[src/rtl/vic_pkg.sv]
package vic_pkg;

   localparam int unsigned DATA_W   = 32;
   localparam int unsigned GRP_SZ   = 32;
   localparam int unsigned EDGE_BIT = 16;

   // word index (byte address >> 3) inside the control region
   localparam int unsigned WI_ENA = 0;
   localparam int unsigned WI_DIS = 4;
   localparam int unsigned WI_VEC = 8;
   localparam int unsigned WI_EOI = 9;
   localparam int unsigned WI_RST = 10;
   localparam int unsigned WI_GEN = 11;

   typedef struct packed {
      logic ena;
      logic dis;
      logic eoi;
      logic rst;
      logic gen;
      logic setup;
   } wr_strobe_t;

   typedef enum logic [2:0] {
      RD_NONE,
      RD_ENA,
      RD_VEC,
      RD_GEN,
      RD_SETUP
   } rd_kind_t;

endpackage

[src/rtl/vic_regif.sv]
module vic_regif
   import vic_pkg::*;
#(
   parameter int unsigned NUM_SRC = 64,
   parameter int unsigned PRIO_W  = 4,
   parameter int unsigned ADDR_W  = 11,
   parameter int unsigned VEC_W   = 7,
   parameter int unsigned IDX_W   = 7
) (
   input  logic                      clk,
   input  logic                      rst_n,
   input  logic                      sel,
   input  logic                      we,
   input  logic [ADDR_W-1:0]         addr,
   input  logic [NUM_SRC-1:0]        en_mask,
   input  logic [NUM_SRC-1:0]        edge_mode,
   input  logic [NUM_SRC*PRIO_W-1:0] prio_flat,
   input  logic [VEC_W-1:0]          cur_vec,
   input  logic                      gen_en,
   output wr_strobe_t                wr,
   output logic [1:0]                wr_grp,
   output logic [IDX_W-1:0]          setup_idx,
   output logic [DATA_W-1:0]         rdata
);

   localparam int unsigned NUM_GRP = NUM_SRC / GRP_SZ;

   logic              aligned;
   logic              in_setup;
   logic              low_ok;
   logic [3:0]        word;
   rd_kind_t          kind;
   logic [DATA_W-1:0] rd_val;

   assign aligned   = (addr[2:0] == 3'b000);
   assign in_setup  = addr[ADDR_W-1];
   assign low_ok    = (addr[ADDR_W-2:7] == '0);
   assign word      = addr[6:3];
   assign setup_idx = addr[ADDR_W-2:3];

   always_comb begin
      wr     = '0;
      wr_grp = 2'd0;
      kind   = RD_NONE;
      if (sel && aligned) begin
         if (in_setup) begin
            kind     = RD_SETUP;
            wr.setup = we;
         end else if (low_ok) begin
            if (word < 4'(WI_DIS)) begin
               wr_grp = word[1:0];
               if (32'(word[1:0]) < NUM_GRP) begin
                  kind   = RD_ENA;
                  wr.ena = we;
               end
            end else if (word < 4'(WI_VEC)) begin
               wr_grp = word[1:0];
               if (32'(word[1:0]) < NUM_GRP) begin
                  kind   = RD_ENA;
                  wr.dis = we;
               end
            end else if (word == 4'(WI_VEC)) begin
               kind = RD_VEC;
            end else if (word == 4'(WI_EOI)) begin
               wr.eoi = we;
            end else if (word == 4'(WI_RST)) begin
               wr.rst = we;
            end else if (word == 4'(WI_GEN)) begin
               kind   = RD_GEN;
               wr.gen = we;
            end
         end
      end
   end

   always_comb begin
      rd_val = '0;
      case (kind)
         RD_ENA: begin
            for (int g = 0; g < int'(NUM_GRP); g++) begin
               if (wr_grp == 2'(g)) rd_val = en_mask[g*GRP_SZ +: GRP_SZ];
            end
         end
         RD_VEC:  rd_val = DATA_W'(cur_vec);
         RD_GEN:  rd_val = DATA_W'(gen_en);
         RD_SETUP: begin
            for (int i = 0; i < int'(NUM_SRC); i++) begin
               if (setup_idx == IDX_W'(i)) begin
                  rd_val = DATA_W'(prio_flat[i*PRIO_W +: PRIO_W])
                         | (DATA_W'(edge_mode[i]) << EDGE_BIT);
               end
            end
         end
         default: rd_val = '0;
      endcase
   end

   always_ff @(posedge clk) begin
      if (!rst_n) rdata <= '0;
      else        rdata <= (sel && !we) ? rd_val : '0;
   end

endmodule

[src/rtl/vic_src_bank.sv]
module vic_src_bank
   import vic_pkg::*;
#(
   parameter int unsigned NUM_SRC = 64,
   parameter int unsigned PRIO_W  = 4,
   parameter int unsigned VEC_W   = 7,
   parameter int unsigned IDX_W   = 7
) (
   input  logic                      clk,
   input  logic                      rst_n,
   input  logic                      clr_all,
   input  logic [NUM_SRC-1:0]        irq_src,
   input  logic                      ena_wr,
   input  logic                      dis_wr,
   input  logic                      eoi_wr,
   input  logic                      setup_wr,
   input  logic [1:0]                wr_grp,
   input  logic [IDX_W-1:0]          setup_idx,
   input  logic [DATA_W-1:0]         wdata,
   input  logic [VEC_W-1:0]          cur_vec,
   output logic [NUM_SRC-1:0]        en_mask,
   output logic [NUM_SRC-1:0]        edge_mode,
   output logic [NUM_SRC*PRIO_W-1:0] prio_flat,
   output logic [NUM_SRC-1:0]        pend
);

   for (genvar i = 0; i < int'(NUM_SRC); i++) begin : g_src
      localparam int G = i / int'(GRP_SZ);
      localparam int B = i % int'(GRP_SZ);

      logic              en_q;
      logic              edge_q;
      logic              lat_q;
      logic              smp_q;
      logic [PRIO_W-1:0] prio_q;
      logic              hit;
      logic              rise;
      logic              kill;

      assign hit  = setup_wr && (setup_idx == IDX_W'(i));
      assign rise = edge_q && irq_src[i] && !smp_q;
      assign kill = (eoi_wr && (cur_vec == VEC_W'(i)))
                 || (hit && !wdata[EDGE_BIT]);

      always_ff @(posedge clk) begin
         if (!rst_n || clr_all) begin
            en_q   <= 1'b0;
            edge_q <= 1'b0;
            lat_q  <= 1'b0;
            smp_q  <= 1'b0;
            prio_q <= '0;
         end else begin
            smp_q <= irq_src[i];
            if (ena_wr && wr_grp == 2'(G) && wdata[B])      en_q <= 1'b1;
            else if (dis_wr && wr_grp == 2'(G) && wdata[B]) en_q <= 1'b0;
            if (hit) begin
               edge_q <= wdata[EDGE_BIT];
               prio_q <= wdata[PRIO_W-1:0];
            end
            lat_q <= rise || (lat_q && !kill);
         end
      end

      assign en_mask[i]                     = en_q;
      assign edge_mode[i]                   = edge_q;
      assign prio_flat[i*PRIO_W +: PRIO_W]  = prio_q;
      assign pend[i]                        = edge_q ? lat_q : smp_q;
   end

endmodule

[src/rtl/vic_prio_pick.sv]
module vic_prio_pick #(
   parameter int unsigned NUM_SRC = 64,
   parameter int unsigned PRIO_W  = 4,
   parameter int unsigned VEC_W   = 7
) (
   input  logic [NUM_SRC-1:0]        req,
   input  logic [NUM_SRC*PRIO_W-1:0] prio_flat,
   output logic [VEC_W-1:0]          vec,
   output logic                      valid
);

   logic [PRIO_W-1:0] best_p;

   // descending scan with >= so that the lowest number wins a tie
   always_comb begin
      vec    = VEC_W'(NUM_SRC);
      valid  = 1'b0;
      best_p = '0;
      for (int i = int'(NUM_SRC) - 1; i >= 0; i--) begin
         if (req[i] && (!valid || prio_flat[i*PRIO_W +: PRIO_W] >= best_p)) begin
            vec    = VEC_W'(i);
            best_p = prio_flat[i*PRIO_W +: PRIO_W];
            valid  = 1'b1;
         end
      end
   end

endmodule

[src/rtl/vic64_ctrl.sv]
module vic64_ctrl
   import vic_pkg::*;
#(
   parameter int unsigned NUM_SRC = 64,
   parameter int unsigned PRIO_W  = 4,
   parameter int unsigned ADDR_W  = 11,
   localparam int unsigned VEC_W  = $clog2(NUM_SRC + 1)
) (
   input  logic                 clk,
   input  logic                 rst_n,
   input  logic [NUM_SRC-1:0]   irq_src,
   input  logic                 reg_sel,
   input  logic                 reg_we,
   input  logic [ADDR_W-1:0]    reg_addr,
   input  logic [31:0]          reg_wdata,
   output logic [31:0]          reg_rdata,
   output logic                 cpu_irq,
   output logic [VEC_W-1:0]     cpu_vec
);

   localparam int unsigned IDX_W = ADDR_W - 4;

   if (NUM_SRC % GRP_SZ != 0 || NUM_SRC < GRP_SZ || NUM_SRC > 4 * GRP_SZ) begin : g_bad_src
      $error("NUM_SRC must be a multiple of 32 between 32 and 128");
   end
   if (PRIO_W < 1 || PRIO_W > EDGE_BIT) begin : g_bad_prio
      $error("PRIO_W must lie between 1 and 16");
   end
   if (ADDR_W < 9 || IDX_W < $clog2(NUM_SRC)) begin : g_bad_addr
      $error("ADDR_W too small for the setup region");
   end

   wr_strobe_t                wr;
   logic [1:0]                wr_grp;
   logic [IDX_W-1:0]          setup_idx;
   logic [NUM_SRC-1:0]        en_mask;
   logic [NUM_SRC-1:0]        edge_mode;
   logic [NUM_SRC*PRIO_W-1:0] prio_flat;
   logic [NUM_SRC-1:0]        pend;
   logic [VEC_W-1:0]          pick_vec;
   logic                      pick_ok;
   logic                      clr_all;
   logic                      gen_q;
   logic [VEC_W-1:0]          vec_q;
   logic                      irq_q;

   assign clr_all = wr.rst && reg_wdata[0];

   vic_regif #(
      .NUM_SRC(NUM_SRC), .PRIO_W(PRIO_W), .ADDR_W(ADDR_W),
      .VEC_W(VEC_W), .IDX_W(IDX_W)
   ) u_regif (
      .clk       (clk),
      .rst_n     (rst_n),
      .sel       (reg_sel),
      .we        (reg_we),
      .addr      (reg_addr),
      .en_mask   (en_mask),
      .edge_mode (edge_mode),
      .prio_flat (prio_flat),
      .cur_vec   (vec_q),
      .gen_en    (gen_q),
      .wr        (wr),
      .wr_grp    (wr_grp),
      .setup_idx (setup_idx),
      .rdata     (reg_rdata)
   );

   vic_src_bank #(
      .NUM_SRC(NUM_SRC), .PRIO_W(PRIO_W), .VEC_W(VEC_W), .IDX_W(IDX_W)
   ) u_bank (
      .clk       (clk),
      .rst_n     (rst_n),
      .clr_all   (clr_all),
      .irq_src   (irq_src),
      .ena_wr    (wr.ena),
      .dis_wr    (wr.dis),
      .eoi_wr    (wr.eoi),
      .setup_wr  (wr.setup),
      .wr_grp    (wr_grp),
      .setup_idx (setup_idx),
      .wdata     (reg_wdata),
      .cur_vec   (vec_q),
      .en_mask   (en_mask),
      .edge_mode (edge_mode),
      .prio_flat (prio_flat),
      .pend      (pend)
   );

   vic_prio_pick #(
      .NUM_SRC(NUM_SRC), .PRIO_W(PRIO_W), .VEC_W(VEC_W)
   ) u_pick (
      .req       (en_mask & pend),
      .prio_flat (prio_flat),
      .vec       (pick_vec),
      .valid     (pick_ok)
   );

   always_ff @(posedge clk) begin
      if (!rst_n || clr_all) begin
         gen_q <= 1'b0;
         vec_q <= VEC_W'(NUM_SRC);
         irq_q <= 1'b0;
      end else begin
         if (wr.gen) gen_q <= reg_wdata[0];
         vec_q <= pick_vec;
         irq_q <= gen_q && pick_ok;
      end
   end

   assign cpu_irq = irq_q;
   assign cpu_vec = vec_q;

endmodule

[config.mk]
export PLATFORM = sky130hd
export DESIGN_NAME = vic64_ctrl
export DESIGN_NICKNAME = d
export VERILOG_FILES = /design/src/rtl/vic_pkg.sv /design/src/rtl/vic_regif.sv /design/src/rtl/vic_src_bank.sv /design/src/rtl/vic_prio_pick.sv /design/src/rtl/vic64_ctrl.sv
export SDC_FILE = /design/constraint.sdc
export NUM_CORES = 2
export LEC_CHECK = 0
export BUFFER_PORTS_ARGS = -buffer_cell sky130_fd_sc_hd__buf_2
export CAP_MARGIN = 20
export CELL_PAD_IN_SITES_DETAIL_PLACEMENT = 0
export CELL_PAD_IN_SITES_GLOBAL_PLACEMENT = 1
export CORE_UTILIZATION = 51
export CTS_CLUSTER_SIZE = 12
export DETAILED_ROUTE_END_ITERATION = 7
export GPL_TIMING_DRIVEN = 0
export PLACE_DENSITY_LB_ADDON = 0.1
export SLEW_MARGIN = 20
export SYNTH_ARGS = -nofsm -noshare
export SYNTH_HDL_FRONTEND = slang
export SYNTH_SLANG_ARGS = --single-unit
[constraint.sdc]
create_clock -name clk -period 160.4 [get_ports clk]
set_clock_uncertainty 0.05 [all_clocks]
set_input_delay 32.08 -clock clk [delete_from_list [all_inputs] [get_ports clk]]
set_output_delay 32.08 -clock clk [all_outputs]
set_load 0.02 [all_outputs]
==> results.ini <==
[yosys]
ys.warnings.count = 0
synth_nets = 4863
yosys.cell_types.count = 115
seq_area_frac_synth_pct = 30.5
synth_edf_count = 0
ys_seq_elements = 553
ys_async_sr_fraction_pct = 0
synth_area_mm2 = 0.0363
synth.avg_cell_area_um2 = 7.98
synthCells = 4556
ys.flop_type = dfxtp_1

[sta]
fin_crit_ps = 115630
fin_tns_setup_ps = 0
setup_viol = 0
slew_headroom_pct = 15.4
final-hold-violation-count = 0
worst_pin_slew_ps = 1260
rsz0062_at_grt = no
fin_crit_sh_pct = 72.1
whs_ps = 428
max_freq_mhz = 8.65
drv_slew = 0

[layout]
seqCellArea_mm2 = 0.0111
final_core_utilization_pct = 57.1
nFillCells = 6899
final_common_cell = nor2_1
syn2layout_area_growth_pct = 10.3
drive_above_1_share_pct = 8.66
antenna_cells = 0
layout.nets = 5070
multiInputGateArea_mm2 = 0.0238
final_cell_mix = nor2_1, dfxtp_1, nand2_1

[min_path]
min_path_type = reg2reg

[flow_run]
max-cap-violations = 0

[global_route]
grt_usage_pct = 44.4
grt_overflow = 0
grt_pass1_wl_um = 233000
grt_start_max_net_pins = 16
first_global_vias = 33500
antenna_found_initial = 8

[clock_network]
cts_resized = 0
cts_hold_buf = 0
cts_setup_buffers = 0
clock-root-buffer = clkbuf_16
cts_tree = built
clk_latency_ps = 660
cts_max_level = 2
cts.path.max_buffers = 3
clkSinkCount = 553
clk_pin_slew_worst_paths_ps = 60
numCtsBuffers = 58

[die]
die_w_um = 269
start_util_pct = 51.7
core_area_mm2 = 0.0703
io_pins = 151
die_height_um = 269
rows = 97
design.die.area_mm2 = 0.0723

[drt]
ant_nets = 0
vias_per_cell = 6.56
drt_wl_total_um = 164000
vias = 37700
initialDrtViolationCount = 5385
drc = 0
avgRoutedWirePerCell_um = 28.6
drt_first_pass_iters = 7

[placement]
port_buffers = 144
hpwl_um = 132000
gp_congestion = 1.05

[setup_path]
cp-end-kind = register
cp_max_fo = 10
path_class = reg2reg
critPathMostFrequentCell = a21oi_1
slowest_delay_ps = 850
worst_ep_required_time_ps = 160940
cp.arrival_ps = 116170
cp_slowest_cell = nor3b_1
startpoint_type = register

[pwr]
power.density_mw_per_mm2 = 7.13
ir_worst_vdd_uv = 9.09
p_leak_uw = 0.0171

[status]
status = complete, no violations

-- flip-flops by register name (all words and copies together) (netlist names) --
name,count
u_bank.g_src.edge_q,64
gen_q,1
u_bank.g_src.smp_q,64
u_bank.g_src.en_q,64
u_bank.g_src.prio_q,256
u_bank.g_src.lat_q,64
cpu_vec,7
u_regif.rdata,32
cpu_irq,1
-- per-layer routing --
metal | track usage [%] | part of all wire (%)
met1 | 61.7 | 42
met2 | 63.3 | 40
met3 | 9.82 | 12
met4 | 24.2 | 6.3
met5 | 0 | 0.035
-- power breakdown --
group	total (µW)	internal, µW	switching, µW
registers	139	138	0.389
clock network	133	72.9	60.1
logic	14.1	3.27	10.8
total	286	214	71.3
-- final timing paths --
path | startpoint | slack, ps | cells past startpoint | end
worst max-delay path | u_bank.g_src[63].edge_q$_SDFFE_PP0P_ | 44770 | 530 | cpu_vec[5]$_SDFF_PP0_
worst min register to register | u_bank.g_src[51].lat_q$_SDFF_PP0_ | 430 | 2 | u_bank.g_src[51].lat_q$_SDFF_PP0_
worst min-delay path | u_bank.g_src[51].lat_q$_SDFF_PP0_ | 430 | 2 | u_bank.g_src[51].lat_q$_SDFF_PP0_
worst max register to register | u_bank.g_src[63].edge_q$_SDFFE_PP0P_ | 44770 | 530 | cpu_vec[5]$_SDFF_PP0_
-- per-stage QoR --
stage | std cells | cell area [µm²] | setup slack (ps) | total power, µW
5_1_grt | 5742 | 40100 | 35650 | 290
3_5_place_dp | 5641 | 38300 | 47280 | 155
2_1_floorplan | 4556 | 36300 | 64650 | 148
3_3_place_gp | 5640 | 38200 | 47520 | 155
6_report | 5742 | 40100 | 44770 | 286
4_1_cts | 5740 | 40100 | 46660 | 284
-- cell type report --
type,instances,area share (%)
Inverter,192,1.80
Multi-Input combinational cell,3617,59.5
Clock buffer,85,4.15
Sequential cell,553,27.6
Timing Repair Buffer,147,1.86
Tap cell,940,2.93
Clock inverter,14,0.318
Buffer,194,1.85
-- logic make-up (layout without fill, tap and decap cells) --
kind of cell	count (synthesis)	in the layout	share of synthesized area, %
AO/OA/AOI/OAI	1184	1184	23.6
adder cells (fa/ha/maj)	203	203	6.94
buffers and inverters	386	632	4.02
flip-flops	553	553	30.5
multiplexers	409	409	11.5
AND/OR/NAND/NOR	1821	1821	23.5
-- synth_stat cells (8+ instances only) --
cell type,number,area share (%)
nor2_1,676,7.0
dfxtp_1,553,30
nand2_1,510,5.3
mux2i_1,347,9.6
a21oi_1,218,3.0
a22oi_1,196,4.0
ha_1,196,6.7
inv_1,192,2.0
clkbuf_1,179,1.8
o21ai_0,143,2.0
and2_1,125,2.2
nand2b_1,105,1.8
a21o_1,69,1.4
nand3b_1,66,1.4
a31oi_1,63,1.1
nand3_1,63,0.87
o2111ai_1,62,1.5
mux2_2,57,1.8
nor2b_1,55,0.95
nor3_1,51,0.70
o21a_1,38,0.79
o211ai_1,35,0.72
nand4_1,34,0.59
or2_2,30,0.52
a221oi_1,29,0.70
a211oi_1,27,0.56
or3_1,25,0.43
and3_1,23,0.40
o311ai_0,22,0.53
a22o_1,20,0.48
o22ai_1,20,0.34
o31ai_1,20,0.41
o211a_1,15,0.41
a31o_2,14,0.34
nor3b_1,13,0.27
a222oi_1,12,0.33
o21ai_1,11,0.15
o21bai_1,10,0.21
a211o_1,9,0.22
a21boi_0,9,0.19
buf_1,9,0.093
o31a_1,8,0.19
-- worst max-delay path: cells and delay by family (launching register included) --
family / cells / cell delay (ps)
AOI/OAI and AO/OA: 241 / 53780
adders and majority gates: 68 / 17740
buffers and inverters: 43 / 9830
DFF: 1 / 500
muxes: 17 / 6150
and+or+nand+nor: 161 / 27310
Power figures use the tool's default switching activity.
